--- src/rtl/scl_share_pkg.sv ---
package scl_share_pkg;
  // Bit positions inside a decode engine's status pair.
  localparam int STAT_USE_BIT = 0;
  localparam int STAT_ACK_BIT = 1;
  localparam int STAT_W       = 2;

  // Shared unit a decode engine is wired to.
  function automatic int dec_unit(input int eng, input int per_unit);
    return eng / per_unit;
  endfunction

  // Requester slot of a decode engine inside its unit.
  function automatic int dec_slot(input int eng, input int per_unit);
    return eng % per_unit;
  endfunction
endpackage

--- src/rtl/scl_rr_pick.sv ---
module scl_rr_pick #(
  parameter int N  = 3,
  localparam int IW = (N > 1) ? $clog2(N) : 1
) (
  input  logic [N-1:0]  req,
  input  logic [IW-1:0] last,
  output logic          valid,
  output logic [IW-1:0] idx
);
  // Scan from farthest to nearest so the nearest slot after 'last' wins.
  always_comb begin
    valid = 1'b0;
    idx   = '0;
    for (int k = N; k >= 1; k--) begin
      int c;
      c = (int'(last) + k) % N;
      if (req[c]) begin
        valid = 1'b1;
        idx   = IW'(c);
      end
    end
  end
endmodule

--- src/rtl/scl_unit_ctl.sv ---
module scl_unit_ctl #(
  parameter int RQ = 3,
  localparam int IW = (RQ > 1) ? $clog2(RQ) : 1
) (
  input  logic          clk,
  input  logic          rst_n,
  input  logic          unit_rst,
  input  logic [RQ-1:0] req,
  input  logic [RQ-1:0] rel,
  input  logic          frz,
  output logic          locked,
  output logic [IW-1:0] owner
);
  logic [IW-1:0] last_q;
  logic          pick_v;
  logic [IW-1:0] pick_idx;

  scl_rr_pick #(.N(RQ)) u_pick (
    .req   (req),
    .last  (last_q),
    .valid (pick_v),
    .idx   (pick_idx)
  );

  always_ff @(posedge clk) begin
    if (!rst_n) begin
      locked <= 1'b0;
      owner  <= '0;
      last_q <= IW'(RQ - 1);
    end else if (unit_rst) begin
      locked <= 1'b0;
      owner  <= '0;
    end else if (!frz) begin
      if (locked) begin
        if (rel[owner]) locked <= 1'b0;
      end else if (pick_v) begin
        locked <= 1'b1;
        owner  <= pick_idx;
        last_q <= pick_idx;
      end
    end
  end


  frozen_hold_chk: assert property (@(posedge clk) disable iff (!rst_n)
    (frz && !unit_rst) |=> ($stable(locked) && (!locked || $stable(owner))));


  grant_taken_chk: assert property (@(posedge clk) disable iff (!rst_n)
    (!locked && !frz && !unit_rst && (req != '0)) |=> locked);


  owner_release_chk: assert property (@(posedge clk) disable iff (!rst_n)
    (locked && !frz && !unit_rst && rel[owner]) |=> !locked);


  unit_clear_chk: assert property (@(posedge clk) disable iff (!rst_n)
    unit_rst |=> !locked);
endmodule

--- src/rtl/scl_eng_status.sv ---
module scl_eng_status #(
  parameter int IW     = 2,
  parameter int MY_IDX = 0
) (
  input  logic          clk,
  input  logic          rst_n,
  input  logic          frc,
  input  logic          locked,
  input  logic [IW-1:0] owner,
  output logic          ack,
  output logic          usage
);
  always_ff @(posedge clk) begin
    if (!rst_n) ack <= 1'b0;
    else        ack <= frc;
  end

  assign usage = locked && (owner == IW'(MY_IDX));


  ack_rise_chk: assert property (@(posedge clk) disable iff (!rst_n)
    frc |=> ack);


  ack_fall_chk: assert property (@(posedge clk) disable iff (!rst_n)
    !frc |=> !ack);
endmodule

--- src/rtl/scl_share_arb.sv ---
module scl_share_arb #(
  parameter int NUM_UNIT     = 2,
  parameter int DEC_PER_UNIT = 2,
  localparam int NUM_DEC = NUM_UNIT * DEC_PER_UNIT,
  localparam int RQ      = DEC_PER_UNIT + 1,
  localparam int IW      = $clog2(RQ)
) (
  input  logic                  clk,
  input  logic                  rst_n,
  input  logic [NUM_DEC-1:0]    dec_access_en,
  input  logic [NUM_DEC-1:0]    dec_lock_req,
  input  logic [NUM_DEC-1:0]    dec_release,
  input  logic [NUM_DEC-1:0]    dec_force,
  input  logic [NUM_UNIT-1:0]   enh_lock_req,
  input  logic [NUM_UNIT-1:0]   enh_release,
  input  logic [NUM_UNIT-1:0]   enh_force,
  input  logic [NUM_UNIT-1:0]   unit_reset,
  output logic [2*NUM_DEC-1:0]  dec_status,
  output logic [NUM_UNIT-1:0]   enh_ack,
  output logic [NUM_UNIT-1:0]   enh_usage
);
  import scl_share_pkg::*;

  logic [NUM_UNIT-1:0] unit_locked;
  logic [IW-1:0]       unit_owner [NUM_UNIT];
  logic [NUM_DEC-1:0]  dec_frc_eff;
  logic [NUM_DEC-1:0]  dec_ack_w;
  logic [NUM_DEC-1:0]  dec_use_w;

  assign dec_frc_eff = dec_force & dec_access_en;

  for (genvar u = 0; u < NUM_UNIT; u++) begin : g_unit
    logic [RQ-1:0] u_req;
    logic [RQ-1:0] u_rel;
    logic [RQ-1:0] u_frc;

    for (genvar j = 0; j < DEC_PER_UNIT; j++) begin : g_slot
      localparam int E = u * DEC_PER_UNIT + j;
      assign u_req[j] = dec_lock_req[E] & dec_access_en[E];
      assign u_rel[j] = dec_release[E]  & dec_access_en[E];
      assign u_frc[j] = dec_frc_eff[E];
    end
    assign u_req[RQ-1] = enh_lock_req[u];
    assign u_rel[RQ-1] = enh_release[u];
    assign u_frc[RQ-1] = enh_force[u];

    scl_unit_ctl #(.RQ(RQ)) u_ctl (
      .clk      (clk),
      .rst_n    (rst_n),
      .unit_rst (unit_reset[u]),
      .req      (u_req),
      .rel      (u_rel),
      .frz      (|u_frc),
      .locked   (unit_locked[u]),
      .owner    (unit_owner[u])
    );

    scl_eng_status #(.IW(IW), .MY_IDX(RQ - 1)) u_enh_stat (
      .clk    (clk),
      .rst_n  (rst_n),
      .frc    (enh_force[u]),
      .locked (unit_locked[u]),
      .owner  (unit_owner[u]),
      .ack    (enh_ack[u]),
      .usage  (enh_usage[u])
    );
  end

  for (genvar e = 0; e < NUM_DEC; e++) begin : g_dec
    localparam int U = dec_unit(e, DEC_PER_UNIT);
    localparam int J = dec_slot(e, DEC_PER_UNIT);

    scl_eng_status #(.IW(IW), .MY_IDX(J)) u_dec_stat (
      .clk    (clk),
      .rst_n  (rst_n),
      .frc    (dec_frc_eff[e]),
      .locked (unit_locked[U]),
      .owner  (unit_owner[U]),
      .ack    (dec_ack_w[e]),
      .usage  (dec_use_w[e])
    );

    assign dec_status[STAT_W*e + STAT_USE_BIT] = dec_use_w[e];
    assign dec_status[STAT_W*e + STAT_ACK_BIT] = dec_ack_w[e];


    masked_idle_chk: assert property (@(posedge clk) disable iff (!rst_n)
      !dec_access_en[e] |-> (!dec_status[STAT_W*e + STAT_USE_BIT] &&
                             !dec_status[STAT_W*e + STAT_ACK_BIT]));
  end
endmodule

--- config.mk ---
export PLATFORM = sky130hd
export DESIGN_NAME = scl_share_arb
export DESIGN_NICKNAME = d
export VERILOG_FILES = /design/src/rtl/scl_share_pkg.sv /design/src/rtl/scl_rr_pick.sv /design/src/rtl/scl_unit_ctl.sv /design/src/rtl/scl_eng_status.sv /design/src/rtl/scl_share_arb.sv
export SDC_FILE = /design/constraint.sdc
export NUM_CORES = 1
export LEC_CHECK = 0
export ABC_CLOCK_PERIOD_IN_PS = 1800
export CAP_MARGIN = 20
export CELL_PAD_IN_SITES_DETAIL_PLACEMENT = 0
export CELL_PAD_IN_SITES_GLOBAL_PLACEMENT = 1
export CORE_MARGIN = 4
export CORE_UTILIZATION = 31
export CTS_BUF_LIST = sky130_fd_sc_hd__clkbuf_16
export CTS_CLUSTER_SIZE = 30
export DETAILED_ROUTE_END_ITERATION = 10
export PLACE_DENSITY_LB_ADDON = 0.1
export SYNTH_ARGS = -nofsm -noshare
export SYNTH_HDL_FRONTEND = slang
export SYNTH_HIERARCHICAL = 1
export SYNTH_SLANG_ARGS = --single-unit
--- constraint.sdc ---
create_clock -name clk -period 1.8 [get_ports clk]
set_input_delay 0.54 -clock clk [delete_from_list [all_inputs] [get_ports clk]]
set_output_delay 0.54 -clock clk [all_outputs]
set_load 0.01 [all_outputs]
=== Word level (Yosys, flattened, before mapping) ===
Cells that the tools add are included.

* Logic and storage cells: 108
* Bits of input ports: 26
* Flip-flop bits (word level): 16
* Output and inout port bits: 12

* Reductions and logical operators: 16
* Order comparisons: 8
* Div/mod/pow operators: 6
* Equal/unequal tests: 4
* Mux-type cells: 40
* $add $sub $neg: 6
* Bitwise logic cells: 16

{| class="wikitable"
|+ Operators with widths
! kind !! count
|-
| < comparator 32 x 4 -> 1 bit, second input constant || 6
|-
| remainder unit 32 x 3 -> 32 bit, second input constant || 6
|-
| two-way mux 1 bit || 26
|-
| binary-select mux 1 bit (select 2 bit) || 8
|-
| adder 2 x 2 -> 3 bit, second input constant || 4
|-
| two-way mux 2 bit || 6
|-
| bitwise AND 1 bit || 8
|-
| AND reduction 4 bit || 2
|-
| inverter 1 bit || 7
|-
| adder 2 x 1 -> 3 bit, second input constant || 2
|-
| logical AND 1 bit || 6
|-
| < comparator 2 x 3 -> 1 bit, second input constant || 2
|-
| AND reduction 3 bit || 2
|-
| OR reduction 3 bit || 2
|-
| bitwise AND 4 bit || 1
|-
| == test 2 x 1 -> 1 bit, second input constant || 2
|-
| == test 2 bit, second input constant || 2
|-
| zero test 2 bit || 2
|-
| OR reduction 2 bit || 2
|}

=== Longest topological paths before layout ===
* Word-level depth: 10
* Depth in mapped cells: 10
* Depth with buffers taken out: 9

=== Hierarchy ===
Netlist, hierarchy kept.

{| class="wikitable"
|+ By module, submodules not included
! module !! seq. area each (um2) !! instances !! cells an instance !! area an instance (um2)
|-
| scl_rr_pick || 0.0 || 2 || 36 || 245.2
|-
| scl_unit_ctl || 100.1 || 2 || 23 || 237.7
|-
| scl_eng_status at g_dec[1].u_dec_stat ... || 20.0 || 4 || 3 || 35.0
|-
| scl_share_arb || 0.0 || 1 || 14 || 97.6
|-
| scl_eng_status at g_dec[0].u_dec_stat ... || 20.0 || 2 || 3 || 38.8
|}

=== Worst setup path after synthesis ===
OpenSTA, ideal clock, no wires.

* Kind: reg2reg
* From: reg g_unit[0].u_ctl.last_q[1]
* To: reg g_unit[0].u_ctl.last_q[1]
* Clock period less this slack: 1.813 ns
* Slack: -0.013 ns
* Cell stages (with the launch flop): 10
* Library setup time: 0.115 ns
* Data required time: 1.685 ns
* Path buffers: 1
* Arrival time: 1.698 ns
* Cells stage by stage: dfxtp_1 > inv_1 > ha_1 > buf_2 > a21boi_0 > a221oi_1 > o21ai_0 > nor4b_4 > mux2i_1 > nand2_1

* Longest elaborated chain between the ends: 9
* Elaborated cells between the ends (all ways): 22
* Classes of those cells: add/sub: 3; div: 3; mux: 15; reduce/logical: 1

{| class="wikitable"
|+ RTL lines
! item !! RTL line !! text
|-
| from (decl) || scl_unit_ctl.sv:14 || <nowiki>logic [IW-1:0] last_q;</nowiki>
|-
| from (signal assigned) || scl_unit_ctl.sv:29 || <nowiki>last_q <= IW'(RQ - 1);</nowiki>
|-
| from (signal assigned) || scl_unit_ctl.sv:39 || <nowiki>last_q <= pick_idx;</nowiki>
|-
| adder 2 x 2 -> 3 bit || scl_rr_pick.sv:16 || <nowiki>c = (int'(last) + k) % N;</nowiki>
|-
| remainder unit 32 x 3 -> 32 bit || scl_rr_pick.sv:16 ||
|-
| binary-select mux 1 bit (select 2 bit) || scl_rr_pick.sv:17 || <nowiki>if (req[c]) begin</nowiki>
|-
| two-way mux 1 bit (implied by the code) (2 in series) || scl_rr_pick.sv:17 ||
|-
| two-way mux 1 bit (2 in series) || scl_rr_pick.sv:17 ||
|-
| two-way mux 1 bit (*) || scl_rr_pick.sv:17 ||
|-
| net g_unit[0].u_ctl.pick_v || scl_unit_ctl.sv:15 || <nowiki>logic pick_v;</nowiki>
|-
| AND reduction 4 bit (no source line) (*) || - ||
|}

Mark *: on every way through the listed nets, which the timed path passes. The rest lies on a longest branch. The select of a mux whose other input is x is not followed.
A chain may end at the register's enable or synchronous reset.

=== Worst setup path in the final report ===
* From: in dec_access_en[2]
* To: reg g_unit[1].u_ctl.owner[0]

* Longest elaborated chain between the ends: 8
* Elaborated cells between the ends (all ways): 20
* Classes of those cells: mux: 15; bitwise: 3; reduce/logical: 2

{| class="wikitable"
|+ RTL lines
! item !! RTL line !! text
|-
| from (decl) || scl_share_arb.sv:10 || <nowiki>input logic [NUM_DEC-1:0] dec_access_en,</nowiki>
|-
| bitwise AND 1 bit || scl_share_arb.sv:39 || <nowiki>assign u_req[j] = dec_lock_req[E] & dec_access_en[E];</nowiki>
|-
| binary-select mux 1 bit (select 2 bit) || scl_rr_pick.sv:17 ||
|-
| two-way mux 1 bit (implied by the code) (2 in series) || scl_rr_pick.sv:17 ||
|-
| two-way mux 1 bit (3 in series) || scl_rr_pick.sv:17 ||
|-
| AND reduction 3 bit (no source line) || - ||
|-
| to (signal assigned) || scl_unit_ctl.sv:38 || <nowiki>owner <= pick_idx;</nowiki>
|-
| to (decl) || scl_unit_ctl.sv:12 || <nowiki>output logic [IW-1:0] owner</nowiki>
|}

Several ways; a longest one is shown, not always the timed one. The select of a mux whose other input is x is not followed.

==> impl_metrics.json <==
{
  "ys_seq_elements": 16,
  "ir_worst_vdd_mv": 0.417,
  "port_buffers": 37,
  "setup_viol_count_final": 0,
  "timing.critical_path.fanout_max": 3,
  "vertical_die_dimension_um": 72.3,
  "cts-buffers-inserted": 3,
  "routed_wirelength_um": 3640,
  "delay_heaviest_family_cp": "buffers and inverters",
  "synthesis.yosys.warnings": 6,
  "worst-endpoint-arrival_ns": 1.89,
  "critical_path_max_stage_delay_ns": 0.37,
  "outcome": "finished, final reports clean",
  "grt.total_usage_pct": 13.7,
  "avgRoutedWirePerCell_um": 13.3,
  "critical_path.startpoint_type": "input port",
  "powerDensity_nw_per_um2": 528,
  "clock_path_buffers": 2,
  "post_synth_most_frequent_cells": "sky130_fd_sc_hd__and2_1, sky130_fd_sc_hd__dfxtp_1, sky130_fd_sc_hd__mux2i_1",
  "worst-path-buf-inv": 3,
  "post_synthesis_cell_count": 150,
  "p_leak_nw": 0.966,
  "drive_above_1_share_pct": 38.8,
  "holdPathEnd": "g_unit[1].u_ctl/last_q[0]",
  "die_width_um": 72.3,
  "grt_pass1_wl_um": 5890,
  "holdCritStartpoint": "g_unit[1].u_ctl/last_q[0]",
  "clkSinkCount": 16,
  "skew_ns": 0.000347,
  "tightestPinTransition_ns": 0.277,
  "number_of_antenna_violations_at_the_first_check_in_global_routing": 0,
  "hold_path.class": "reg -> reg",
  "finalCritPeriodShare_pct": 97.8,
  "floorplan.initialDensity_pct": 32.0,
  "dp_wirelength_um": 2700,
  "globalRoute.totalOverflow": 0,
  "cap_viol_max_count": 0,
  "drt-pass1-iter-count": 6,
  "required_time_worst_endpoint_ns": 1.93,
  "cp-end-kind": "flip-flop",
  "cts_tree": "built",
  "floorplan.rows": 23,
  "slew_viol_final": 0,
  "remaining_drc_errors": 0,
  "insertedDiodeCount": 0,
  "synth-edff-count": 0,
  "fin_hold_ws_ns": 0.522,
  "pin_count_of_the_biggest_net_entering_global_routing": 10,
  "via_count_of_the_first_global_routing_pass": 1373,
  "r2r_end": "g_unit[0].u_ctl/last_q[0]",
  "fillerInstances": 353,
  "coreArea_um2": 4000,
  "vias": 1338,
  "area.growth.synth_to_final_pct": 71.7,
  "total_standard_cell_area_after_synthesis_um2": 1280,
  "crit_chain": "clkdlybuf4s15_2, buf_4, a221o_1, buf_4, nor3b_4, mux2i_1, nor2_1",
  "worstSkewPairLatency_ns": 0.24,
  "r2r_cells": 10,
  "synth_seq_area_share_pct": 25.0,
  "post_synth_main_area_contributors": "sky130_fd_sc_hd__dfxtp_1, sky130_fd_sc_hd__mux2i_1, sky130_fd_sc_hd__and2_1",
  "ys_types": 28,
  "max_clock_freq_ghz": 0.568,
  "route.detailed.vias_per_inst": 4.88,
  "worst_r2r_startpoint": "g_unit[0].u_ctl/last_q[1]",
  "fin_crit_ns": 1.76,
  "synth_fp_nets": 184,
  "io-pin-count": 38,
  "cts.reportedPaths.clkPinSlew_ns": 0.05,
  "final_hold_viol_count": 0,
  "ctsHtreeMaxLevel": 1,
  "synth_area_per_cell_um2": 8.54,
  "synth_ff_type": "sky130_fd_sc_hd__dfxtp_1",
  "finalCoreUtilization_pct": 55.0,
  "postRouteAntennaNets": 0,
  "min_path_cells": 2,
  "yosys.area.top_type": "sky130_fd_sc_hd__dfxtp_1",
  "clk_root_buffer_cell": "sky130_fd_sc_hd__clkbuf_16",
  "globalplace.congestion": 0.883,
  "die_area_um2": 5230,
  "synthArstFlopShare_pct": 0,
  "slew_headroom_pct": 81.4,
  "path_common_cell": "sky130_fd_sc_hd__buf_4",
  "finalNetCount": 259,
  "timing.critical_path.slowest_stage_cell": "sky130_fd_sc_hd__a221o_1",
  "synth_top_area_share_pct": 25.0,
  "setup.worst_path.class": "in -> reg",
  "drt_iter0_markers": 70,
  "setup_slack_reg_to_reg_ns": 0.11
}
layout make-up:
type	count	area, µm²	share of cell area, %
multi-input combinational	118	1050	47.7
timing repair buffer	76	641	29.1
sequential	16	332	15.1
clock buffer	3	75.1	3.41
tap	50	62.6	2.84
inverter	10	37.5	1.71
clock inverter	1	3.75	0.171
placed cells by master (no fill, tap or decap), drive strengths merged, types with 3 or more instances in the layout:
master / Yosys / routed
o22ai: 8 / 8
dfxtp: 16 / 16
nor3b: 4 / 4
clkbuf: 2 / 4
clkdlybuf4s15: 0 / 3
dlygate4sd2: 0 / 17
mux2i: 12 / 12
inv: 10 / 10
nand2b: 8 / 8
a21boi: 4 / 4
o21ai: 10 / 10
nor2: 4 / 4
and2: 18 / 18
nand3b: 4 / 4
buf: 4 / 40
clkdlybuf4s50: 0 / 15
and3b: 4 / 4
nand2: 8 / 8
ha: 8 / 8
a21oi: 10 / 10
registers in the layout, indices dropped and copies added (netlist names):
name and flops:
g_unit.u_enh_stat/ack 2, g_dec.u_dec_stat/ack 4, g_unit.u_ctl/locked 2, g_unit.u_ctl/last_q 4, g_unit.u_ctl/owner 4
layer usage:
| layer | vias to the layer above | routed length (µm) | GRT usage, % |
|---|---|---|---|
| li1 | 685 | - | - |
| met1 | 619 | 1440 | 15.1 |
| met2 | 32 | 2030 | 26.2 |
| met3 | 2 | 159 | 4.16 |
| met4 | 0 | 6 | 1.67 |
| met5 | - | 0 | 0 |
per-stage QoR:
step	std cells	setup WS [ns]	total power, mW	instance area (µm²)	setup TNS (ns)
final	274	0.0388	1.16	2200	0
after global routing	274	-0.0328	1.22	2200	-0.0452
after CTS	271	0.000628	1.14	2060	0
after detailed placement	264	-0.627	0.686	1920	-5.24
after global placement	264	-0.567	0.680	1920	-4.77
after floorplan	150	0.0481	0.530	1280	0
where the power goes:
part           switching [mW]  internal (mW)
Sequential            0.00818          0.367
Clock                   0.138          0.295
Combinational           0.148          0.205
Total                   0.294          0.867
logic make-up after synthesis:
group / count (synthesis) / share of synthesized area, %
and+or+nand+nor: 56 / 30.9
adders and majority gates: 8 / 7.81
buffers and inverters: 16 / 6.25
muxes: 12 / 9.38
DFF: 16 / 25.0
AOI/OAI and AO/OA: 42 / 20.7
worst max-delay path by stage:
stage	startpoint	slack (ns)	depth (start not counted)	to
global route	g_unit[0].u_ctl/last_q[1]	-0.03	10	g_unit[0].u_ctl/last_q[0]
floorplan	g_unit[0].u_ctl/last_q[1]	0.05	10	g_unit[0].u_ctl/last_q[1]
global placement	dec_access_en[1]	-0.57	9	g_unit[0].u_ctl/last_q[1]
finish	dec_access_en[2]	0.04	7	g_unit[1].u_ctl/owner[0]
detailed placement	dec_access_en[0]	-0.63	8	g_unit[0].u_ctl/last_q[1]
CTS	dec_access_en[1]	0.0006	6	g_unit[0].u_ctl/last_q[1]
worst reg2reg max path, delay by kind of cell, from the launching register on:
family | cells | cell delay (ns)
AO/OA/AOI/OAI | 4 | 0.41
flip-flops | 1 | 0.33
buffers and inverters | 2 | 0.22
multiplexers | 1 | 0.22
AND/OR/NAND/NOR | 2 | 0.21
adder cells (fa/ha/maj) | 1 | 0.19
what timing repair did:
action | 4_1_cts | 5_1_grt
buffers inserted | 3 | 3
gates cloned | 0 | 0
hold buffers | 0 | 0
endpoints found under the hold margin | 0 | 0
resized for setup | 53 | 29
pin swaps | 13 | 10
setup endpoints to repair | 16 | 8
Power figures use the tool's default switching activity.
